--- src/rtl/sq_wb_pkg.sv ---
package sq_wb_pkg;
   // Action taken at the writeback pointer in one cycle
   typedef enum logic [2:0] {
      WB_NONE,
      WB_SKIP,     // zero-size entry, completes locally
      WB_SCFAIL,   // failed store-conditional, completes locally
      WB_SEND,     // request accepted by the cache
      WB_REFUSED   // request presented and refused
   } wb_act_e;
endpackage

--- src/rtl/sq_sat_counter.sv ---
module sq_sat_counter #(
   parameter int W = 8
) (
   input  logic         clk,
   input  logic         rst_n,
   input  logic         inc,
   output logic [W-1:0] count
);
   always_ff @(posedge clk) begin
      if (!rst_n)                  count <= '0;
      else if (inc && count != '1) count <= count + 1'b1;
   end

   AST_CNT_NO_WRAP: assert property (@(posedge clk) disable iff (!rst_n)
      (count == '1) |=> (count == '1));
endmodule

--- src/rtl/sq_stall_track.sv ---
module sq_stall_track #(
   parameter int IDX_W = 3,
   parameter int LQ_W  = 4
) (
   input  logic             clk,
   input  logic             rst_n,
   input  logic             set_v,
   input  logic [IDX_W-1:0] set_store,
   input  logic [LQ_W-1:0]  set_load,
   input  logic             ev_a_v,
   input  logic [IDX_W-1:0] ev_a_idx,
   input  logic             ev_b_v,
   input  logic [IDX_W-1:0] ev_b_idx,
   output logic             replay_valid,
   output logic [LQ_W-1:0]  replay_load
);
   logic             stall_act;
   logic [IDX_W-1:0] stall_st;
   logic [LQ_W-1:0]  stall_ld;
   logic             hit;

   assign hit = stall_act && ((ev_a_v && ev_a_idx == stall_st) ||
                              (ev_b_v && ev_b_idx == stall_st));

   always_ff @(posedge clk) begin
      if (!rst_n) begin
         stall_act    <= 1'b0;
         stall_st     <= '0;
         stall_ld     <= '0;
         replay_valid <= 1'b0;
         replay_load  <= '0;
      end else begin
         replay_valid <= hit;
         if (hit) begin
            replay_load <= stall_ld;
            stall_act   <= 1'b0;
         end
         if (set_v) begin
            stall_act <= 1'b1;
            stall_st  <= set_store;
            stall_ld  <= set_load;
         end
      end
   end

   AST_REPLAY_CAUSE: assert property (@(posedge clk) disable iff (!rst_n)
      replay_valid |-> $past(stall_act));
endmodule

--- src/rtl/sq_deferred_wb.sv ---
module sq_deferred_wb
   import sq_wb_pkg::*;
#(
   parameter int DEPTH  = 4,
   parameter int SEQ_W  = 16,
   parameter int ADDR_W = 32,
   parameter int DATA_W = 32,
   parameter int SIZE_W = 4,
   parameter int LQ_W   = 4,
   parameter int BLK_W  = 8,
   localparam int SLOTS = DEPTH + 1,
   localparam int IDX_W = $clog2(SLOTS),
   localparam int CNT_W = $clog2(DEPTH + 1)
) (
   input  logic              clk,
   input  logic              rst_n,
   input  logic              alloc_valid,
   input  logic [SEQ_W-1:0]  alloc_seq,
   input  logic              alloc_sc,
   output logic [IDX_W-1:0]  alloc_idx,
   output logic              full,
   input  logic              exec_valid,
   input  logic [IDX_W-1:0]  exec_idx,
   input  logic [ADDR_W-1:0] exec_addr,
   input  logic [DATA_W-1:0] exec_data,
   input  logic [SIZE_W-1:0] exec_size,
   input  logic              commit_valid,
   input  logic [SEQ_W-1:0]  commit_seq,
   input  logic              squash_valid,
   input  logic [SEQ_W-1:0]  squash_seq,
   input  logic              sc_pass,
   output logic              wr_valid,
   input  logic              wr_ready,
   output logic [ADDR_W-1:0] wr_addr,
   output logic [DATA_W-1:0] wr_data,
   output logic [SIZE_W-1:0] wr_size,
   output logic [IDX_W-1:0]  wr_idx,
   input  logic              wr_retry,
   input  logic              cpl_valid,
   input  logic [IDX_W-1:0]  cpl_idx,
   input  logic              stall_set,
   input  logic [IDX_W-1:0]  stall_store_idx,
   input  logic [LQ_W-1:0]   stall_load_idx,
   output logic              replay_valid,
   output logic [LQ_W-1:0]   replay_load_idx,
   output logic              sc_fail_valid,
   output logic [IDX_W-1:0]  sc_fail_idx,
   output logic              blocked,
   output logic [BLK_W-1:0]  blk_cnt,
   output logic [CNT_W-1:0]  used,
   output logic [CNT_W-1:0]  elig
);
   if (DEPTH < 2 || DEPTH > 64) begin : g_bad_depth
      initial $fatal(1, "sq_deferred_wb: DEPTH must be within 2..64");
   end
   if (SIZE_W < 1 || SEQ_W < 2) begin : g_bad_width
      initial $fatal(1, "sq_deferred_wb: SIZE_W and SEQ_W too small");
   end

   typedef struct packed {
      logic              vld;
      logic              sc;
      logic              canwb;
      logic              sent;
      logic              done;
      logic [SEQ_W-1:0]  seq;
      logic [SIZE_W-1:0] size;
      logic [ADDR_W-1:0] addr;
      logic [DATA_W-1:0] data;
   } ent_t;

   ent_t             q   [SLOTS];
   ent_t             n_q [SLOTS];
   logic [IDX_W-1:0] head, tail, wbp, n_head, n_tail, n_wbp;
   logic [CNT_W-1:0] n_used, n_elig;
   logic             n_blk, cpl_ok, sc_fail_q;
   logic [IDX_W-1:0] sc_fail_idx_q;
   wb_act_e          act;

   function automatic logic [IDX_W-1:0] nxt(input logic [IDX_W-1:0] p);
      return (p == IDX_W'(SLOTS - 1)) ? '0 : p + 1'b1;
   endfunction
   function automatic logic [IDX_W-1:0] prv(input logic [IDX_W-1:0] p);
      return (p == '0) ? IDX_W'(SLOTS - 1) : p - 1'b1;
   endfunction

   assign alloc_idx = tail;
   assign full      = (used == CNT_W'(DEPTH));
   assign cpl_ok    = cpl_valid && q[cpl_idx].vld && q[cpl_idx].sent && !q[cpl_idx].done;

   // Decision at the writeback pointer
   always_comb begin
      act = WB_NONE;
      if (blocked) begin
         if (wr_retry) act = wr_ready ? WB_SEND : WB_REFUSED;
      end else if (elig != '0 && wbp != tail && q[wbp].vld && q[wbp].canwb &&
                   !q[wbp].sent && !q[wbp].done) begin
         if (q[wbp].size == '0)           act = WB_SKIP;
         else if (q[wbp].sc && !sc_pass) act = WB_SCFAIL;
         else                             act = wr_ready ? WB_SEND : WB_REFUSED;
      end
   end

   assign wr_valid = (act == WB_SEND) || (act == WB_REFUSED);
   assign wr_addr  = q[wbp].addr;
   assign wr_data  = q[wbp].data;
   assign wr_size  = q[wbp].size;
   assign wr_idx   = wbp;

   // Next-state of the queue
   always_comb begin
      logic [IDX_W-1:0] p, t, h;
      logic             stop;
      int               e_inc, e_dec;
      n_q   = q;
      n_blk = blocked;
      n_wbp = wbp;
      e_inc = 0;
      e_dec = 0;
      case (act)
         WB_SKIP, WB_SCFAIL: begin
            n_q[wbp].done = 1'b1;
            e_dec         = e_dec + 1;
            n_wbp         = nxt(wbp);
         end
         WB_SEND: begin
            n_q[wbp].sent = 1'b1;
            n_wbp         = nxt(wbp);
            n_blk         = 1'b0;
         end
         WB_REFUSED: n_blk = 1'b1;
         default: ;
      endcase
      if (cpl_ok) begin
         n_q[cpl_idx].done = 1'b1;
         e_dec             = e_dec + 1;
      end
      // Commit walk, oldest first
      p    = head;
      stop = 1'b0;
      if (commit_valid) begin
         for (int k = 0; k < SLOTS; k++) begin
            if (!stop && p != tail) begin
               if (!n_q[p].canwb) begin
                  if (n_q[p].seq > commit_seq) stop = 1'b1;
                  else begin
                     n_q[p].canwb = 1'b1;
                     e_inc        = e_inc + 1;
                  end
               end
               p = nxt(p);
            end
         end
      end
      if (exec_valid && q[exec_idx].vld) begin
         n_q[exec_idx].addr = exec_addr;
         n_q[exec_idx].data = exec_data;
         n_q[exec_idx].size = exec_size;
         if (q[exec_idx].sc && !n_q[exec_idx].canwb) begin
            n_q[exec_idx].canwb = 1'b1;
            e_inc               = e_inc + 1;
         end
      end
      // Squash walk, youngest first, halts at a marked store
      t    = tail;
      stop = 1'b0;
      if (squash_valid) begin
         for (int k = 0; k < SLOTS; k++) begin
            if (!stop && t != head) begin
               p = prv(t);
               if (n_q[p].seq > squash_seq && !n_q[p].canwb) begin
                  n_q[p] = '0;
                  t      = p;
               end else stop = 1'b1;
            end
         end
      end
      if (alloc_valid && !squash_valid && !full) begin
         n_q[t]     = '0;
         n_q[t].vld = 1'b1;
         n_q[t].sc  = alloc_sc;
         n_q[t].seq = alloc_seq;
         t          = nxt(t);
      end
      n_tail = t;
      // Reclaim completed run at the head
      h    = head;
      stop = 1'b0;
      for (int k = 0; k < SLOTS; k++) begin
         if (!stop && h != t && n_q[h].done) begin
            n_q[h] = '0;
            h      = nxt(h);
         end else stop = 1'b1;
      end
      n_head = h;
      n_used = CNT_W'((int'(t) - int'(h) + SLOTS) % SLOTS);
      n_elig = CNT_W'(int'(elig) + e_inc - e_dec);
   end

   always_ff @(posedge clk) begin
      if (!rst_n) begin
         for (int i = 0; i < SLOTS; i++) q[i] <= '0;
         head          <= '0;
         tail          <= '0;
         wbp           <= '0;
         used          <= '0;
         elig          <= '0;
         blocked       <= 1'b0;
         sc_fail_q     <= 1'b0;
         sc_fail_idx_q <= '0;
      end else begin
         q             <= n_q;
         head          <= n_head;
         tail          <= n_tail;
         wbp           <= n_wbp;
         used          <= n_used;
         elig          <= n_elig;
         blocked       <= n_blk;
         sc_fail_q     <= (act == WB_SCFAIL);
         sc_fail_idx_q <= wbp;
      end
   end

   assign sc_fail_valid = sc_fail_q;
   assign sc_fail_idx   = sc_fail_idx_q;

   sq_sat_counter #(.W(BLK_W)) u_blk_cnt (
      .clk   (clk),
      .rst_n (rst_n),
      .inc   (act == WB_REFUSED),
      .count (blk_cnt)
   );

   sq_stall_track #(.IDX_W(IDX_W), .LQ_W(LQ_W)) u_stall (
      .clk          (clk),
      .rst_n        (rst_n),
      .set_v        (stall_set),
      .set_store    (stall_store_idx),
      .set_load     (stall_load_idx),
      .ev_a_v       (act == WB_SEND || act == WB_SKIP || act == WB_SCFAIL),
      .ev_a_idx     (wbp),
      .ev_b_v       (cpl_ok),
      .ev_b_idx     (cpl_idx),
      .replay_valid (replay_valid),
      .replay_load  (replay_load_idx)
   );

   AST_USED_BOUND: assert property (@(posedge clk) disable iff (!rst_n)
      used <= CNT_W'(DEPTH));
   AST_ELIG_BOUND: assert property (@(posedge clk) disable iff (!rst_n)
      elig <= used);
   AST_HELD_QUIET: assert property (@(posedge clk) disable iff (!rst_n)
      (blocked && !wr_retry) |-> !wr_valid);
   AST_BLOCK_CAUSE: assert property (@(posedge clk) disable iff (!rst_n)
      $rose(blocked) |-> $past(wr_valid && !wr_ready));
   AST_SCFAIL_NOWRITE: assert property (@(posedge clk) disable iff (!rst_n)
      sc_fail_valid |-> $past(!wr_valid));
endmodule

--- config.mk ---
export PLATFORM = sky130hd
export DESIGN_NAME = sq_deferred_wb
export DESIGN_NICKNAME = d
export VERILOG_FILES = /design/src/rtl/sq_wb_pkg.sv /design/src/rtl/sq_sat_counter.sv /design/src/rtl/sq_stall_track.sv /design/src/rtl/sq_deferred_wb.sv
export SDC_FILE = /design/constraint.sdc
export NUM_CORES = 2
export LEC_CHECK = 0
export ABC_AREA = 0
export BUFFER_PORTS_ARGS = -buffer_cell sky130_fd_sc_hd__buf_2
export CORE_UTILIZATION = 42
export CTS_CLUSTER_DIAMETER = 60
export DETAILED_ROUTE_END_ITERATION = 10
export HOLD_SLACK_MARGIN = 0.15
export PLACE_DENSITY = 0.62
export SLEW_MARGIN = 20
export SYNTH_ARGS = -nofsm -noshare
export SYNTH_HDL_FRONTEND = slang
export SYNTH_SLANG_ARGS = --single-unit
--- constraint.sdc ---
create_clock -name clk -period 37.4 [get_ports clk]
set_input_delay 3.74 -clock clk [delete_from_list [all_inputs] [get_ports clk]]
set_output_delay 3.74 -clock clk [all_outputs]
set_load 0.005 [all_outputs]
**Word level (Yosys, flattened, before mapping)**

Index checks and enable logic that the tools add are counted.
W data, S select, Z words.

- Bits in registers: 486
- Word-level logic and storage cells: 579
- Input port bits: 141
- Output and inout bits: 100

- Equality and inequality tests: 34
- Reductions and logical operators: 95
- Muxes and demuxes: 278
- Add/subtract/negate cells: 26
- Bitwise logic cells: 40
- Div/mod/pow operators: 1
- Magnitude comparators: 46

Operators with widths:

| operator | number |
|---|---|
| $mux W445 | 44 |
| $demux W89 S3 | 26 |
| $bwmux W445 | 15 |
| $bmux W89 S3 | 19 |
| $and A445 B445 Y445 | 11 |
| $not A445 Y445 | 11 |
| $mux W87 | 28 |
| $mux W89 | 18 |
| $mux W85 | 12 |
| $pmux W445 S2 | 1 |
| $mux W3 | 70 |
| $gt A16 B16 Y1 | 10 |
| $mux W88 | 1 |
| $mux W86 | 1 |
| $mux W84 | 1 |
| $ge A4 B4 Y1 const B | 18 |
| $lt A4 B1 Y1 const B | 18 |
| $not A3 Y4 | 18 |
| $mux W68 | 1 |
| $mux W64 | 1 |
| $logic_and A1 B1 Y1 | 57 |
| $ne A3 B3 Y1 | 16 |
| $mux W1 | 38 |
| $eq A3 B3 Y1 const B | 12 |
| 24 further kinds | 73 |

**Longest topological paths before layout**

- Depth after elaboration: 162
- Depth in mapped cells: 217
- Depth with buffers taken out: 194

**By module**

A second synthesis with hierarchy kept.

- Cell total of the unflattened synthesis: 5590
- Area, all modules: 41572.4 µm²

Modules (own cells, without submodules):

| module | instances | area each (µm²) | seq. area each (µm²) | cells each |
|---|---|---|---|---|
| sq_deferred_wb | 1 | 40603.9 | 9308.9 | 5489 |
| sq_stall_track | 1 | 564.3 | 260.2 | 54 |
| sq_sat_counter | 1 | 404.1 | 160.2 | 47 |

**Worst setup path after synthesis**

Ideal clock, no wire load.

- Kind: input to register
- From: input port commit_seq[15]
- To: register used[2]
- Stages: 192
- Path buffers: 19
- Arrival: 38.096 ns
- Library setup time: 0.128 ns
- Data required time: 37.272 ns
- Setup slack: -0.823 ns
- Cell sequence: inv_1 > ha_1 > nand4_1 > nor4_1 > nor3_1 > a21oi_1 > nand2_1 > buf_1 > nor2_1 > clkbuf_1 > a22oi_1 > o22ai_1 > o221a_2 > ha_1 > nand4_1 > nor2_1 > o21ai_0 > a21oi_1 > (+156 left out) > ha_1 > fa_1 > inv_1 > ha_1 > nor2_1 > nand3_1 > xnor2_1 > ha_1 > o31ai_1 > xnor2_1 > ha_1 > nor2b_1 > o21ai_0 > xnor2_1 > ha_1 > nor2_1 > xor2_1 > nor2_1

- Elaborated cells on any way between the ends: 343
- Those cells by class: add/sub (13); div (1); order compare (32); eq/ne (19); mux (193); bitwise (30); reduce/logical (55)

RTL lines:

| item | line | RTL |
|---|---|---|
| start, declared | sq_deferred_wb.sv:28 | `input logic [SEQ_W-1:0] commit_seq,` |
| $gt A16 B16 Y1 | sq_deferred_wb.sv:145 | `if (n_q[p].seq > commit_seq) stop = 1'b1;` |
| $mux W445 | sq_deferred_wb.sv:145 |  |
| $mux W445 | sq_deferred_wb.sv:144 | `if (!n_q[p].canwb) begin` |
| $mux W445 | sq_deferred_wb.sv:143 | `if (!stop && p != tail) begin` |
| $mux W445 | sq_deferred_wb.sv:141 | `if (commit_valid) begin` |
| $bmux W89 S3 | sq_deferred_wb.sv:144, sq_deferred_wb.sv:145 |  |
| $mux W87 (not written as such) (2 in a row) | sq_deferred_wb.sv:145 |  |
| $gt A16 B16 Y1 | sq_deferred_wb.sv:145 |  |
| (+93 left out) | n/a |  |
| named net n_tail[1] | sq_deferred_wb.sv:74 | `logic [IDX_W-1:0] head, tail, wbp, n_head, n_tail, n_wbp;` |
| (+24 left out) | n/a |  |
| $bmux W89 S3 | sq_deferred_wb.sv:190 | `if (!stop && h != t && n_q[h].done) begin` |
| $mux W85 (not written as such) (2 in a row) | sq_deferred_wb.sv:190 |  |
| $logic_and A1 B1 Y1 | sq_deferred_wb.sv:190 |  |
| $mux W3 (*) | sq_deferred_wb.sv:190 |  |
| named net n_head[0] | sq_deferred_wb.sv:74 |  |
| $sub A3 B3 Y4 (*) | sq_deferred_wb.sv:196 | `n_used = CNT_W'((int'(t) - int'(h) + SLOTS) % SLOTS);` |
| $add A4 B4 Y5 (*) | sq_deferred_wb.sv:196 |  |
| $mod A32 B4 Y32 (*) | sq_deferred_wb.sv:196 |  |
| end signal, assigned | sq_deferred_wb.sv:216 | `used <= n_used;` |
| end, declared | sq_deferred_wb.sv:50 | `output logic [CNT_W-1:0] used,` |

The timed path passes the listed nets; every way through them passes the cells marked *. The select of a mux whose other input is x is not followed.
A chain may end at the register's enable or synchronous reset.

**Final worst setup path**

- From: input port commit_seq[1]
- To: register used[2]

Same word-level chain as after synthesis.

==> impl_table.tex <==
\begin{tabular}{lr}
\hline
Metric & Value \\
\hline
\multicolumn{2}{l}{\textbf{Worst setup path}} \\
Critical path data arrival time & roughly 36 ns \\
Largest delay contributor family on the critical path & compound AO/OA/AOI/OAI gates \\
Max stage delay on crit path & 0.87 ns \\
Number of buffer and inverter instances along the worst setup path & 25 \\
Crit path capture type & flip-flop \\
CP dominant cell by count & ha\_1 \\
Crit Path Category & primary input to flip-flop \\
Critical Path Slowest Stage Cell & o31ai\_1 \\
WP data required & 37.90 ns \\
Crit Path Max Fanout & 26 \\
Launching element type of the critical path & primary input \\
\multicolumn{2}{l}{\textbf{Synthesis}} \\
Synthesized area & 41830 um\^{}2 \\
Ys async rst share & 0 \\
Number of warnings printed during yosys synthesis & 0 \\
Post-synth EDFFs & 0 \\
\#FFs+latches synth & 486 \\
Syn Inst Count & 5711 \\
Nets in the synthesized netlist & between 6000 and 7000 \\
Post-synthesis sequential area ratio & 0.2326 \\
Library cells used by synthesis & 129 \\
Top FF cell, synth & dfxtp\_1 \\
Average cell area after synthesis & between 7 and 8 um\^{}2 \\
\multicolumn{2}{l}{\textbf{Detailed routing}} \\
First drt pass iteration count & 9 \\
Vias after detailed routing & a little under 50000 \\
Antenna violation net count after detailed routing & 0 \\
Initial detailed-routing violation count & 6042 \\
Routed wire length & 191.8 mm \\
DR vias/cell & 6.694 \\
DRC violation count after routing & 0 \\
Routed length per instance & 26.70 um \\
\multicolumn{2}{l}{\textbf{Pwr}} \\
Comb power frac & 0.796 \\
Net switching power of the design & 2.779 mW \\
Power density normalized to cell area & 111.3 nW/um\^{}2 \\
Max IR drop VDD & between 0.1 and 0.15 mV \\
Power consumption & $\sim$5.4 mW \\
Switch share & 0.5193 \\
Relative contribution of the clock network to total power & 0.101 \\
Static Leak & 20.52 nW \\
Internal & roughly 2.6 mW \\
Seq pwr share & 0.103 \\
\multicolumn{2}{l}{\textbf{Clock tree}} \\
Cts bufs inserted & 52 \\
Bufs on Longest Clock Path & 3 \\
H-tree levels & 2 \\
Hold Buf Count CTS & 0 \\
Sink Count & 486 \\
Root buf cell & clkbuf\_16 \\
CTS tree & yes \\
Worst skew pair latency & 0.64 ns \\
Clock transition at the registers of the reported paths & 0.06 ns \\
\multicolumn{2}{l}{\textbf{GRT}} \\
Number of global-route vias before repair & approximately 44000 \\
Largest net degree at the start of global routing & 90 \\
Antenna violations before repair & 22 \\
Final global-route overflow total & 0 \\
Global-route wire length before repair & about 280 mm \\
Total routing resource utilization after global routing & 0.3580 \\
\multicolumn{2}{l}{\textbf{Floorplanning}} \\
Core region area & 98560 um\^{}2 \\
Effective utilization at floorplan & 0.4243 \\
Total number of placement rows & approximately 120 \\
Area of the die & 100900 um\^{}2 \\
Overall die width & 317.6 um \\
Top-level I/O count & 241 \\
Die extent in y & 317.6 um \\
\multicolumn{2}{l}{\textbf{Timing}} \\
Minimum clock period & about 36 ns \\
Worst Hold Margin & 0.5020 ns \\
Worst-margin pin slew & around 1.2 ns \\
Final period util & 0.9601 \\
Setup violations, final & 0 \\
Number of pins with negative max-slew slack in the final report & 0 \\
Count of final hold-check violations & 0 \\
Tightest slew margin relative to the limit & 0.1773 \\
Final worst clock skew & 0.02764 ns \\
Highest achievable clock rate & 27.85 MHz \\
\multicolumn{2}{l}{\textbf{Placement}} \\
Final GP Congestion & 1.060 \\
Input/output buffers & 240 \\
Detailed placement HPWL & 127.6 mm \\
\multicolumn{2}{l}{\textbf{Job}} \\
Maximum Capacitance Violations & 0 \\
\multicolumn{2}{l}{\textbf{Outcome}} \\
Result of the run & finished clean \\
\multicolumn{2}{l}{\textbf{Layout}} \\
Area growth from synthesis to layout & 14.96\% \\
Total number of nets in the final design & 6194 \\
Share of layout cells above drive strength 1 & 0.1873 \\
\multicolumn{2}{l}{\textbf{Hold path}} \\
Path type of the worst min-delay path & flip-flop to flip-flop \\
\hline
\end{tabular}
[final cells by class]
type | instances | area [um^2]
timing repair buffer | 642 | 4527
antenna | 7 | 17.52
clock inverter | 20 | 276.5
multi-input combinational | 4566 | 30060
fill | 9781 | 50480
sequential | 486 | 9739
clock buffer | 72 | 1456
inverter | 104 | 390.4
tap | 1287 | 1610
[cell families (layout without fill, tap and decap cells)]
logic type               after synthesis  count (layout)  synth area share
AO/OA/AOI/OAI                       1365            1365            0.2363
AND/OR/NAND/NOR                     2633            2633            0.2921
flip-flops                           486             486            0.2326
multiplexers                         321             321            0.1051
XOR/XNOR                              46              46          0.009992
other                                  0               7                 0
adder cells (fa/ha/maj)              201             201           0.06067
buffers and inverters                659             838           0.06324
[what timing repair did]
| item | 4_1_cts | 5_1_grt |
|---|---|---|
| endpoints found under the setup margin | 0 | 142 |
| setup buffers | 0 | 23 |
| gates resized for setup | 0 | 101 |
[tightest hold or removal path, delay by kind of cell, from the launching register on]
family           cells  cell delay (ns)
AO/OA/AOI/OAI        1             0.06
flip-flops           1             0.33
AND/OR/NAND/NOR      1             0.07
[stage by stage]
stage                     cell area, um^2  cells  setup TNS (ns)    util  setup WS [ns]
final                               48080   7184               0  0.4878          1.492
after global routing                48070   7179         -0.4861  0.4877        -0.2693
after CTS                           47410   7152               0  0.4810         0.1947
after detailed placement            45680   7060         -0.6259  0.4635        -0.3223
after global placement              45680   7060               0  0.4634         0.1596
after floorplan                     41850   5711               0       -         0.1101
[sequential cells by signal, indices dropped and copies added, names as in the netlist]
register and cells:
u_stall.replay_valid 1, u_stall.stall_act 1, wr_idx 3, blocked 1, sc_fail_valid 1, u_stall.stall_st 3, alloc_idx 3, head 3
q 445, u_blk_cnt.count 8, elig 3, u_stall.stall_ld 4, sc_fail_idx 3, u_stall.replay_load 4, used 3
[per-layer routing]
metal	up-vias	share of wire	global-route usage
li1	21170	-	-
met1	23120	0.40	0.4730
met2	3183	0.44	0.5591
met3	597	0.12	0.07763
met4	30	0.047	0.1573
met5	-	0.00096	0
[worst paths after layout]
check	endpoint	start	slack (ns)	cells after the start
hold / removal	u_stall.stall_act	u_stall.stall_act	0.50	2
setup / recovery	used[2]	commit_seq[1]	1.49	172
hold reg to reg	u_stall.stall_act	u_stall.stall_act	0.50	2
setup reg to reg	used[2]	head[1]	1.64	176
[synth_stat cells, drive strengths merged, types with 58 or more instances]
| cell | count | area [um^2] |
|---|---|---|
| a21oi | 301 | 1521 |
| nand3 | 256 | 1301 |
| mux2i | 207 | 2121 |
| clkbuf | 444 | 1668 |
| o21ai | 195 | 1013 |
| o22ai | 58 | 369.1 |
| nor2 | 602 | 2262 |
| dfxtp | 486 | 9729 |
| nor3 | 155 | 792.0 |
| ha | 198 | 2477 |
| inv | 97 | 364.1 |
| o211ai | 85 | 686.9 |
| a22o | 101 | 884.6 |
| a22oi | 77 | 578.1 |
| a211oi | 69 | 618.1 |
| buf | 111 | 586.8 |
| nand4 | 204 | 1276 |
| mux4 | 88 | 1982 |
| a31oi | 59 | 369.1 |
| or4 | 80 | 615.6 |
| nand2 | 1081 | 4063 |
[layout by cell type, fill, tap and decap left out, drive strengths merged, types with 16 or more instances in the layout]
cell    instances
a22oi          77
a211oi         69
and2           40
buf           640
mux2i         207
a21oi         301
nor3          155
a21boi         16
a32o           29
inv           106
nor4           26
ha            198
a31oi          59
o211ai         85
xnor2          33
nor2          602
a21o           51
nand2        1081
o21ai         195
mux4           88
a221oi         20
nand4         204
or3            23
clkbuf         74
o31ai          38
o21a           35
a32oi          21
nand3         256
and3           50
nand2b         17
a22o          101
a311o          18
o22ai          58
nor3b          18
dfxtp         486
a211o          20
nor2b          25
o221a          23
mux2           26
or4            80
[power groups by stage]
stage               logic [mW]  registers (mW)  clock network [mW]
floorplan                 2.71           0.551                   0
global placement          3.93           0.562                   0
detailed placement        3.94           0.562                   0
CTS                       3.95           0.550               0.544
global route              4.57           0.551               0.565
finish                    4.26           0.552               0.540
No activity file was read; power rests on OpenSTA's default activity.
